==> src/rtl/codec_seq_pkg.sv <==
package codec_seq_pkg;
  localparam int SLOT_W   = 20;
  localparam int DATA_W   = 16;
  localparam int CADDR_W  = 7;
  localparam int WORD_W   = 32;
  localparam int DATA_LSB = SLOT_W - DATA_W;            // 4
  localparam int ADDR_LSB = SLOT_W - 1 - CADDR_W;       // 12

  typedef enum logic [1:0] {PH_IDLE, PH_WAIT, PH_SEND, PH_RESP} phase_t;

  typedef struct packed {
    logic               is_read;
    logic [CADDR_W-1:0] addr;
    logic [DATA_W-1:0]  data;
  } cmd_t;

  function automatic cmd_t decode_cmd(input logic [WORD_W-1:0] w);
    cmd_t c;
    c.is_read = w[WORD_W-1];
    c.addr    = w[DATA_W+CADDR_W-1:DATA_W];
    c.data    = w[DATA_W-1:0];
    return c;
  endfunction

  function automatic logic [SLOT_W-1:0] addr_slot(input cmd_t c);
    return {c.is_read, c.addr, {ADDR_LSB{1'b0}}};
  endfunction

  function automatic logic [SLOT_W-1:0] data_slot(input cmd_t c);
    return {c.data, {DATA_LSB{1'b0}}};
  endfunction

  function automatic logic [DATA_W-1:0] reply_data(input logic [SLOT_W-1:0] s);
    return s[SLOT_W-1:DATA_LSB];
  endfunction

  function automatic logic [WORD_W-1:0] pack_readback(input logic busy,
                                                      input logic [DATA_W-1:0] d);
    return {busy, {(WORD_W-1-DATA_W){1'b0}}, d};
  endfunction
endpackage

==> src/rtl/codec_cmd_fsm.sv <==
module codec_cmd_fsm
  import codec_seq_pkg::*;
(
  input  logic              clk,
  input  logic              rst_n,
  input  logic              cmd_wr_req,
  input  logic [WORD_W-1:0] cmd_word,
  input  logic              frame_sync,
  input  logic              rx_strobe,
  input  logic              rx_tag,
  input  logic [SLOT_W-1:0] rx_slot,
  output logic              busy,
  output logic              cmd_done,
  output logic              tx_tag_addr,
  output logic              tx_tag_data,
  output logic [SLOT_W-1:0] tx_slot_addr,
  output logic [SLOT_W-1:0] tx_slot_data,
  output logic [DATA_W-1:0] rd_result
);
  phase_t phase;
  cmd_t   cmd_q;

  logic write_finished, read_finished;
  assign write_finished = (phase == PH_SEND) && frame_sync && !cmd_q.is_read;
  assign read_finished  = (phase == PH_RESP) && rx_strobe && rx_tag;
  assign cmd_done       = write_finished || read_finished;

  always_ff @(posedge clk) begin
    if (!rst_n) begin
      phase     <= PH_IDLE;
      cmd_q     <= '0;
      rd_result <= '0;
    end else begin
      unique case (phase)
        PH_IDLE: if (cmd_wr_req) begin
          cmd_q <= decode_cmd(cmd_word);
          phase <= PH_WAIT;
        end
        PH_WAIT: if (frame_sync) phase <= PH_SEND;
        PH_SEND: if (frame_sync) phase <= cmd_q.is_read ? PH_RESP : PH_IDLE;
        PH_RESP: if (read_finished) begin
          rd_result <= reply_data(rx_slot);
          phase     <= PH_IDLE;
        end
        default: phase <= PH_IDLE;
      endcase
    end
  end

  assign busy         = (phase != PH_IDLE);
  assign tx_tag_addr  = (phase == PH_SEND);
  assign tx_tag_data  = (phase == PH_SEND) && !cmd_q.is_read;
  assign tx_slot_addr = addr_slot(cmd_q);
  assign tx_slot_data = data_slot(cmd_q);

  AST_TAG_RISE_ON_SYNC: assert property (@(posedge clk) disable iff (!rst_n)
    $rose(tx_tag_addr) |-> $past(frame_sync));
  AST_TAG_FALL_ON_SYNC: assert property (@(posedge clk) disable iff (!rst_n)
    $fell(tx_tag_addr) |-> $past(frame_sync));
  AST_DATA_TAG_WRITE_ONLY: assert property (@(posedge clk) disable iff (!rst_n)
    tx_tag_data |-> (tx_tag_addr && !tx_slot_addr[SLOT_W-1]));
  AST_BUSY_KEEPS_CMD: assert property (@(posedge clk) disable iff (!rst_n)
    (cmd_wr_req && busy) |=> ($stable(tx_slot_addr) && $stable(tx_slot_data)));
  AST_IDLE_NO_TAG: assert property (@(posedge clk) disable iff (!rst_n)
    !busy |-> !tx_tag_addr);
endmodule

==> src/rtl/codec_irq_regs.sv <==
module codec_irq_regs (
  input  logic clk,
  input  logic rst_n,
  input  logic mask_wr,
  input  logic mask_wbit,
  input  logic stat_rd,
  input  logic cmd_done,
  output logic irq_en,
  output logic done_flag,
  output logic irq
);
  always_ff @(posedge clk) begin
    if (!rst_n) begin
      irq_en    <= 1'b0;
      done_flag <= 1'b0;
    end else begin
      if (mask_wr) irq_en <= mask_wbit;
      if (cmd_done)     done_flag <= 1'b1;
      else if (stat_rd) done_flag <= 1'b0;
    end
  end

  assign irq = done_flag && irq_en;

  AST_DONE_SETS: assert property (@(posedge clk) disable iff (!rst_n)
    cmd_done |=> done_flag);
  AST_READ_CLEARS: assert property (@(posedge clk) disable iff (!rst_n)
    (stat_rd && !cmd_done) |=> !done_flag);
  AST_DONE_NEEDS_EVENT: assert property (@(posedge clk) disable iff (!rst_n)
    $rose(done_flag) |-> $past(cmd_done));
endmodule

==> src/rtl/codec_reg_seq.sv <==
module codec_reg_seq
  import codec_seq_pkg::*;
#(
  parameter int          BUS_AW   = 8,
  parameter logic [7:0]  OFF_CMD  = 8'h10,
  parameter logic [7:0]  OFF_MASK = 8'h14,
  parameter logic [7:0]  OFF_STAT = 8'h18
) (
  input  logic              clk,
  input  logic              rst_n,
  input  logic              reg_wr,
  input  logic              reg_rd,
  input  logic [BUS_AW-1:0] reg_addr,
  input  logic [31:0]       reg_wdata,
  output logic [31:0]       reg_rdata,
  input  logic              frame_sync,
  output logic              tx_tag_addr,
  output logic              tx_tag_data,
  output logic [19:0]       tx_slot_addr,
  output logic [19:0]       tx_slot_data,
  input  logic              rx_strobe,
  input  logic              rx_tag,
  input  logic [19:0]       rx_slot,
  output logic              irq
);
  logic sel_cmd, sel_mask, sel_stat;
  logic cmd_wr_req, mask_wr, stat_rd;
  logic busy, cmd_done, irq_en, done_flag;
  logic [DATA_W-1:0] rd_result;

  assign sel_cmd    = (reg_addr == BUS_AW'(OFF_CMD));
  assign sel_mask   = (reg_addr == BUS_AW'(OFF_MASK));
  assign sel_stat   = (reg_addr == BUS_AW'(OFF_STAT));
  assign cmd_wr_req = reg_wr && sel_cmd;
  assign mask_wr    = reg_wr && sel_mask;
  assign stat_rd    = reg_rd && sel_stat;

  codec_cmd_fsm u_fsm (
    .clk, .rst_n, .cmd_wr_req, .cmd_word(reg_wdata), .frame_sync,
    .rx_strobe, .rx_tag, .rx_slot, .busy, .cmd_done,
    .tx_tag_addr, .tx_tag_data, .tx_slot_addr, .tx_slot_data, .rd_result
  );

  codec_irq_regs u_irq (
    .clk, .rst_n, .mask_wr, .mask_wbit(reg_wdata[0]), .stat_rd,
    .cmd_done, .irq_en, .done_flag, .irq
  );

  always_comb begin
    reg_rdata = '0;
    if (sel_cmd)       reg_rdata = pack_readback(busy, rd_result);
    else if (sel_mask) reg_rdata = {31'b0, irq_en};
    else if (sel_stat) reg_rdata = {31'b0, done_flag};
  end

  AST_RDATA_UPPER_ZERO: assert property (@(posedge clk) disable iff (!rst_n)
    sel_cmd |-> (reg_rdata[30:16] == '0));
endmodule

==> config.mk <==
export PLATFORM = sky130hd
export DESIGN_NAME = codec_reg_seq
export DESIGN_NICKNAME = d
export VERILOG_FILES = /design/src/rtl/codec_seq_pkg.sv /design/src/rtl/codec_cmd_fsm.sv /design/src/rtl/codec_irq_regs.sv /design/src/rtl/codec_reg_seq.sv
export SDC_FILE = /design/constraint.sdc
export NUM_CORES = 1
export LEC_CHECK = 0
export BUFFER_PORTS_ARGS = -buffer_cell sky130_fd_sc_hd__clkbuf_2
export CAP_MARGIN = 20
export CORE_MARGIN = 8
export CORE_UTILIZATION = 44
export CTS_BUF_LIST = sky130_fd_sc_hd__clkbuf_4 sky130_fd_sc_hd__clkbuf_8
export DETAILED_ROUTE_END_ITERATION = 16
export PLACE_DENSITY = 0.9
export SLEW_MARGIN = 20
export SYNTH_ARGS = -nofsm -noshare
export SYNTH_HDL_FRONTEND = slang
export SYNTH_SLANG_ARGS = --single-unit
export TNS_END_PERCENT = 30
==> constraint.sdc <==
create_clock -name clk -period 2.4 [get_ports clk]
set_clock_uncertainty 0.2 [all_clocks]
set_input_delay 0.24 -clock clk [delete_from_list [all_inputs] [get_ports clk]]
set_output_delay 0.24 -clock clk [all_outputs]
set_load 0.01 [all_outputs]
# Word level (Yosys, flattened, before mapping)
# Index checks and enable logic that the tools add are counted.
# op_classes
eq_ne	10
n_mux	11
n_reduce_logical	17
# op_table
op	count
32-bit two-way mux	1
8-bit by 5-bit equality test with 1-bit output (second input constant)	3
2-bit two-way mux	5
1-bit logical AND	9
2-bit case mux with 4 select lines	1
2-bit != test (second input constant)	3
2-bit equality test (second input constant)	2
1-bit two-way mux	4
2-bit AND reduction	2
4-bit AND reduction	1
2-bit nonzero test	2
2-bit by 1-bit equality test with 1-bit output (second input constant)	1
2-bit zero test	1
2-bit by 1-bit != test with 1-bit output (second input constant)	1
1-bit zero test	1
1-bit logical OR	1
# word_totals
regBits	44
out_inout_bits	75

# Depth between registers and ports, before layout
# Gate-level depths: netlist (run 1).
# logic_depth
word_depth	5
depth_mapped	6
ltp_nobuf	3

# Cells and area by module
# A second synthesis (run 1) with hierarchy kept.
# hier_totals
cells_unflattened	267
hier_area_um2	2329.7
# by_module_without_submodules
mod	instances	cells_per_inst	area_each_um2	seq_area_each_um2
codec_cmd_fsm	1	212	1900.6	840.8
codec_reg_seq	1	48	344.1	0.0
codec_irq_regs	1	7	85.1	40.0

# Least setup slack after synthesis (run 1)
# OpenSTA, ideal clock, no wires.
# synth_path
path_kind	input to output
start	input port reg_addr[5]
end	output port reg_rdata[0]
arrival_ns	1.874
t_required_ns	1.960
path_slack_ns	0.086
path_stages	4
cell_sequence	or4b_1 > buf_2 > or3_1 > a2111oi_0
# synth_via
elab_chain_cells	4
word_cells_on_any_way	6
cone_classes	eq/ne (3); mux (3)
# synth_rtl
item	line	text
start: declaration	codec_reg_seq.sv:13	input logic [BUS_AW-1:0] reg_addr,
8-bit by 5-bit equality test with 1-bit output	codec_reg_seq.sv:33	assign sel_stat = (reg_addr == BUS_AW'(OFF_STAT));
1-bit two-way mux	codec_reg_seq.sv:53	else if (sel_stat) reg_rdata = {31'b0, done_flag};
1-bit two-way mux	codec_reg_seq.sv:52	else if (sel_mask) reg_rdata = {31'b0, irq_en};
32-bit two-way mux *	codec_reg_seq.sv:51	if (sel_cmd) reg_rdata = pack_readback(busy, rd_result);
end: declaration	codec_reg_seq.sv:15	output logic [31:0] reg_rdata,
# Every way passes the cells marked *; elsewhere a longest branch is shown, timed or not.

# Worst setup path in the final report (run 1)
# Same ends and word-level chain as after synthesis.

==> results.ini, run 1 <==
[grt]
grt_pass1_wl_um=9984
antenna_found_initial=0
grt_start_max_net_pins=45
grt_pass1_vias=2145
track_usage=0.1649
grt-ovfl-total=0

[sta]
hold_violations=0
setup_violations=0
period_share=0.9545
tightest_slew_ns=0.7006
min_period_ns=2.291
rsz0062_at_grt=no
maxSlewViolCount=0
fin_tns_setup_ns=0
max_clock_freq_mhz=436.5
relSlewSlack=0.5315

[clocking]
cts.path.max_buffers=2
cts_inserted_buffers=5
clk_latency_ns=0.28
path_clk_slew_ns=0.08
cts_root_buffer=clkbuf_8
htree_num_levels=2
cts_tree=yes
cts_sinks=44

[status]
status=finished, final reports clean

[logic_synthesis]
synth_fa_ha_area_frac=0
yosys.area.top_type_share=0.3982
syn_area_mm2=0.002212
yosysWarnings=0
synth_top_family_by_area=simple AND/OR/NAND/NOR gates
yosys_register_bits=44
syn_avg_cell_area_um2=8.316
synth_compound_area_frac=0.07862
synthCells=266
muxShareOfSynthArea=0.1131
synth.area.top_cells=dfxtp_1, nand2_1, mux2i_1
ys_seq_area_frac=0.3982
synthSimpleGateAreaFrac=0.2670
synth_xor_xnor_area_share=0
synth_cell_types=30
synth.largest_area_cell=dfxtp_1

[floorplanning]
core_mm2=0.004977
die_h_um=86.91
core.rowCount=26
start_util=0.4444
pin_count=142
die_w_um=86.91
fp.dieArea_mm2=0.007552

[setup_path]
path_max_fanout=2
path_cells=clkbuf_2 -> or4b_1 -> or3_1 -> a2111oi_2 -> clkbuf_2
cp-start-kind=input pin
critical_path_class=in2out
cpPeakStageDelay_ns=0.55
crit_slowest_cell=or4b_1
critical_path_required_ns=1.96
crit_top_cell=clkbuf_2
arrival_ns=1.85
endpoint_kind=primary output

[placed_design]
dp.cells=421
gp_congestion=0.8461
port-buffer-count=98
dp_hpwl_um=4310

[routing]
wl_per_cell_um=14.08
drc=0
vias_per_cell=4.533
dr.pass1.iters=4
initialDrtViolationCount=51
drtAntennaViolNets=0
dr_total_vias=2126
wirelength_um=6605

[pwr]
irDropWorstVdd_v=0.0002983
power_w=0.001394
power_density_mw_per_mm2=442.7
leakagePower_nw=1.399

[min_path]
hp-class=in2reg

[cells_and_area]
nNetsFinal=464
instances_no_fill=469
syn_to_final_growth_pct=42.36
layout-drive-gt1-share=0.2915

[run]
maxCapViolations=0

## metrics by stage
step | utilization | hold WS, ns | area [µm²] | worst slack (ns)
floorplan | - | 0.1821 | 2325 | 0.08634
global placement | 0.5329 | 0.2415 | 2653 | 0.1626
detailed placement | 0.5329 | 0.2450 | 2653 | 0.08813
CTS | 0.6310 | 0.03706 | 3141 | 0.08039
global route | 0.6322 | 0.05259 | 3147 | 0.04253
finish | 0.6327 | 0.03712 | 3149 | 0.1093
## flip-flops by register name, indices dropped and copies added (netlist names)
signal,flops
u_fsm.rd_result,16
u_fsm.tx_slot_data,16
u_fsm.tx_slot_addr,8
u_fsm.phase,2
u_irq.done_flag,1
u_irq.irq_en,1
## per-layer routing
layer,track usage,share of wire,vias up
met2,0.2956,0.52,102
met3,0.05943,0.091,13
met4,0.06573,0.018,0
met1,0.1696,0.37,950
li1,-,-,1061
met5,0,0,-
## Yosys cell counts (all sizes together)
cell type / count
a2111oi: 1
a21boi: 17
a22oi: 1
a32oi: 1
and2: 18
and4: 1
buf: 34
clkbuf: 14
conb: 1
dfxtp: 44
mux2i: 25
nand2: 84
nand2b: 4
nand3: 2
nand4: 1
nor2: 1
nor2b: 3
nor3: 3
nor4: 1
o21a: 1
o21ai: 1
o311ai: 1
or2: 1
or3: 2
or3b: 2
or4: 1
or4b: 1
## cells in the final DEF, fill, tap and decap left out
cell and instances:
o311ai_0 1, buf_12 2, clkbuf_2 98, nand3_1 2
a22oi_1 1, a32oi_1 1, dfxtp_1 44, mux2i_1 25
nor2b_1 3, clkinvlp_4 1, a2111oi_2 1, nor2_1 1
and2_1 18, or2_2 1, nand2_1 84, or4b_1 1
dlygate4sd3_1 39, nand2b_1 4, a21boi_0 16, o21ai_0 1
or3b_2 2, o21a_1 1, clkbuf_4 1, or3_1 2
or4_1 1, nand4_1 1, diode_2 1, conb_1 31
clkbuf_8 6, and4_1 1, buf_4 3, nor3_1 3
a21boi_1 1, nor4_4 1
## worst max-delay path: cells and delay by family
| family | cells | cell delay, ns |
|---|---|---|
| AO/OA/AOI/OAI | 1 | 0.40 |
| buffers and inverters | 2 | 0.29 |
| AND/OR/NAND/NOR | 2 | 0.91 |
## what timing repair did
| action | CTS | global route |
|---|---|---|
| gates resized for setup | 0 | 2 |
| hold buffers | 39 | 0 |
| setup endpoints to repair | 0 | 1 |
| hold endpoints to repair | 39 | 0 |
| buffers inserted | 0 | 0 |
## final cells by class
class                           instances  area [µm²]
Antenna cell                            1       2.502
Sequential cell                        44       880.8
Tap cell                               70       87.58
Multi-Input combinational cell        204        1137
Clock inverter                          1       7.507
Fill cell                             414        1828
Timing Repair Buffer                  142       943.4
Clock buffer                            7       90.09
## power by group
| part | internal (W) | leakage (nW) | switching [W] | total [W] |
|---|---|---|---|---|
| registers | 0.000730 | 0.354 | 0.000000357 | 0.000730 |
| logic | 0.0000904 | 0.997 | 0.0000825 | 0.000173 |
| clock network | 0.000245 | 0.0479 | 0.000246 | 0.000491 |
## worst paths after layout
kind	from	endpoint	slack, ns	cells after the start
hold reg to reg	u_fsm.tx_slot_data[9]$_SDFFE_PN0P_	u_fsm.tx_slot_data[9]$_SDFFE_PN0P_	0.26	2
setup reg to reg	u_fsm.phase[0]$_SDFFE_PN0P_	u_fsm.tx_slot_addr[13]$_SDFFE_PN0P_	0.61	4
hold / removal	rx_slot[15]	u_fsm.rd_result[11]$_SDFFE_PN0P_	0.04	3
setup / recovery	reg_addr[5]	reg_rdata[0]	0.11	5
## kinds of logic (layout without fill, tap and decap cells)
| group | count (synthesis) | count (layout) |
|---|---|---|
| AO/OA/AOI/OAI | 23 | 23 |
| buffers and inverters | 48 | 150 |
| flip-flops | 44 | 44 |
| multiplexers | 25 | 25 |
| other | 1 | 32 |
| AND/OR/NAND/NOR | 125 | 125 |
Note: power is estimated with default switching activity, not from simulation.
==> run 2: changes to the inputs <==
BUFFER_PORTS_ARGS = -buffer_cell sky130_fd_sc_hd__buf_2   (was -buffer_cell sky130_fd_sc_hd__clkbuf_2)
REMOVE_ABC_BUFFERS = 1   (was default)
==> results.ini, run 2 (same netlist as run 1, synthesis figures left out) <==
[cells_and_area]
final_core_utilization=0.6144  ; was 0.6327
layout-drive-gt1-share=0.2941  ; was 0.2915
layout_common_cells=buf_2, nand2_1, dfxtp_1  ; was clkbuf_2, nand2_1, dfxtp_1
nNetsFinal=457  ; was 464
syn_to_final_growth_pct=38.24  ; was 42.36%
final_common_cell=buf_2  ; was clkbuf_2
antenna_cells=0  ; was 1

[clocking]
path_clk_slew_ns=0.08  ; about the same
clk_latency_ns=0.28  ; about the same
cts.path.max_buffers=2  ; unchanged
cts_root_buffer=clkbuf_8  ; unchanged
cts_inserted_buffers=5  ; unchanged
htree_num_levels=2  ; unchanged
cts_setup_buffers=0  ; unchanged
cts_tree=yes  ; unchanged
cts_sinks=44  ; unchanged

[sta]
max_clock_freq_mhz=458.2  ; was 436.5 MHz
period_share=0.9093  ; was 0.9545
relSlewSlack=0.5256  ; was 0.5315
min_period_ns=2.182  ; was 2.291 ns
setup_violations=0  ; unchanged
tightest_slew_ns=0.7095  ; was 0.7006 ns
hold_violations=0  ; unchanged
rsz0062_at_grt=no  ; unchanged
maxSlewViolCount=0  ; unchanged
setup_ws_ns=0.2176  ; was 0.1093 ns

[grt]
grt_pass1_vias=2095  ; was 2,145
grt-ovfl-total=0  ; unchanged
grtUsageMet3=0.07642  ; was 0.05943
grt_use_met2=0.2755  ; was 0.2956
top_usage_layer=met2  ; unchanged
use_met1=0.1613  ; was 0.1696
track_usage=0.1566  ; was 0.1649
grt_pass1_wl_um=9597  ; was 9984 µm
grt_start_max_net_pins=36  ; was 45
antenna_found_initial=0  ; unchanged

[routing]
drc=0  ; unchanged
wirelength_um=6188  ; was 6605 µm
dr.pass1.iters=4  ; unchanged
dr_total_vias=2075  ; was 2,126
vias_per_cell=4.501  ; was 4.533
initialDrtViolationCount=81  ; was 51
drtAntennaViolNets=0  ; unchanged
wl_per_cell_um=13.42  ; was 14.08 µm

[setup_path]
rr_startpoint=u_fsm.phase[1]$_SDFFE_PN0P_  ; was u_fsm.phase[0]$_SDFFE_PN0P_
worstRegToRegCells=3  ; was 4
endpoint_kind=primary output  ; unchanged
r2r-end=u_fsm.rd_result[9]$_SDFFE_PN0P_  ; was u_fsm.tx_slot_addr[13]$_SDFFE_PN0P_
critPathTopFamily=simple AND/OR/NAND/NOR gates  ; unchanged
critical_path_required_ns=1.96  ; about the same
crit_top_cell=buf_2  ; was clkbuf_2
cpPeakStageDelay_ns=0.54  ; was 0.55 ns
timing.critical_path.buf_inv=2  ; unchanged
critical_path_class=in2out  ; unchanged
ff2ff_setup_slack_ns=0.63  ; was 0.61 ns
arrival_ns=1.74  ; was 1.85 ns
crit_slowest_cell=or4b_1  ; unchanged
path_cells=buf_2 -> or4b_1 -> or3_1 -> a2111oi_0 -> buf_2  ; was clkbuf_2 -> or4b_1 -> or3_1 -> a2111oi_2 -> clkbuf_2
cp-start-kind=input pin  ; unchanged
path_max_fanout=2  ; unchanged

[pwr]
irDropWorstVdd_v=0.0002975  ; was 0.0002983 V
internal_power_w=0.001057  ; was 0.001065 W
clockPowerShare=0.354  ; was 0.352
leakagePower_nw=1.394  ; was 1.399 nW
combPwrFrac=0.115  ; was 0.124
power_density_mw_per_mm2=449.7  ; was 442.7 mW/mm²
seqPwrFrac=0.531  ; was 0.524
switching_share=0.2317  ; was 0.2357
power_switching_w=0.0003186  ; was 0.0003286 W

[min_path]
worstHoldPathCells=3  ; unchanged
hold_end=u_fsm.rd_result[0]$_SDFFE_PN0P_  ; was u_fsm.rd_result[11]$_SDFFE_PN0P_
hp-class=in2reg  ; unchanged
hp-start=rx_slot[4]  ; was rx_slot[15]

[placed_design]
port-buffer-count=98  ; unchanged
post-place-ws_ns=0.2415  ; was 0.08813 ns
gp_congestion=0.7779  ; was 0.8461
dp_hpwl_um=4154  ; was 4310 µm

[run]
maxCapViolations=0  ; unchanged

[floorplanning]
start_util=0.4444  ; unchanged
die_h_um=86.91  ; unchanged
core_mm2=0.004977  ; unchanged
pin_count=142  ; unchanged
die_w_um=86.91  ; unchanged
fp.dieArea_mm2=0.007552  ; unchanged
core.rowCount=26  ; unchanged

[status]
status=finished, final reports clean  ; unchanged

run 2: cell count changes in the layout (fill, tap and decap cells not counted):
cell and delta:
diode_2 -1, buf_12 -1, buf_2 +98, dlygate4sd3_1 -7, a2111oi_0 +1, buf_4 +1, a2111oi_2 -1, clkbuf_2 -98
run 2: stage by stage:
stage / hold WS (ns) / instances / setup TNS [ns] / power [W] / cell area (µm²)
after floorplan: 0.1538 / 248 / -6.300 / 0.0007917 / 2012
after global placement: 0.2387 / 421 / 0 / 0.0008560 / 2640
after detailed placement: 0.2447 / 421 / 0 / 0.0008591 / 2640
after CTS: 0.0001602 / 460 / 0 / 0.001389 / 3048
after global routing: 0.007994 / 461 / 0 / 0.001444 / 3058
final: 0.008837 / 461 / 0 / 0.001375 / 3058
run 2: how the worst max path moves through the flow:
stage	from	end	slack [ns]	cells past startpoint
2_1_floorplan	reg_addr[5]	u_fsm.tx_slot_addr[12]$_SDFFE_PN0P_	-0.26	3
3_3_place_gp	reg_addr[5]	reg_rdata[0]	0.22	5
3_5_place_dp	reg_addr[5]	reg_rdata[0]	0.24	5
4_1_cts	reg_addr[5]	reg_rdata[0]	0.22	5
5_1_grt	reg_addr[5]	reg_rdata[0]	0.18	5
6_report	reg_addr[5]	reg_rdata[0]	0.22	5
run 2: final cells by class:
cell class | instances | area (µm²)
sequential | 44 | 880.8
clock inverter | 1 | 7.507
tap | 70 | 87.58
timing repair buffer | 135 | 860.8
fill | 439 | 1919
multi-input combinational | 204 | 1131
clock buffer | 7 | 90.09
run 2: metal layers:
layer  up-vias  wire length [µm]
met5         -                 0
met4         0                57
met3         6               682
met2        91              2934
met1       933              2513
li1       1045                 -
run 2: repair_timing:
| action | 4_1_cts | 5_1_grt |
|---|---|---|
| hold endpoints to repair | 31 | 1 |
| hold buffers | 31 | 1 |
| resized for setup | 0 | 0 |
run 2: worst min-delay path, cell delays in order:
cell and delay, ns:
buf_2 0.10, nand2_1 0.04, a21boi_0 0.07
run 2: power by group through the flow:
stage | Combinational (W) | Clock, W | Sequential (W)
finish | 0.000158 | 0.000487 | 0.000730
global route | 0.000173 | 0.000541 | 0.000730
CTS | 0.000150 | 0.000509 | 0.000730
detailed placement | 0.000112 | 0 | 0.000747
global placement | 0.000109 | 0 | 0.000747
floorplan | 0.0000442 | 0 | 0.000748
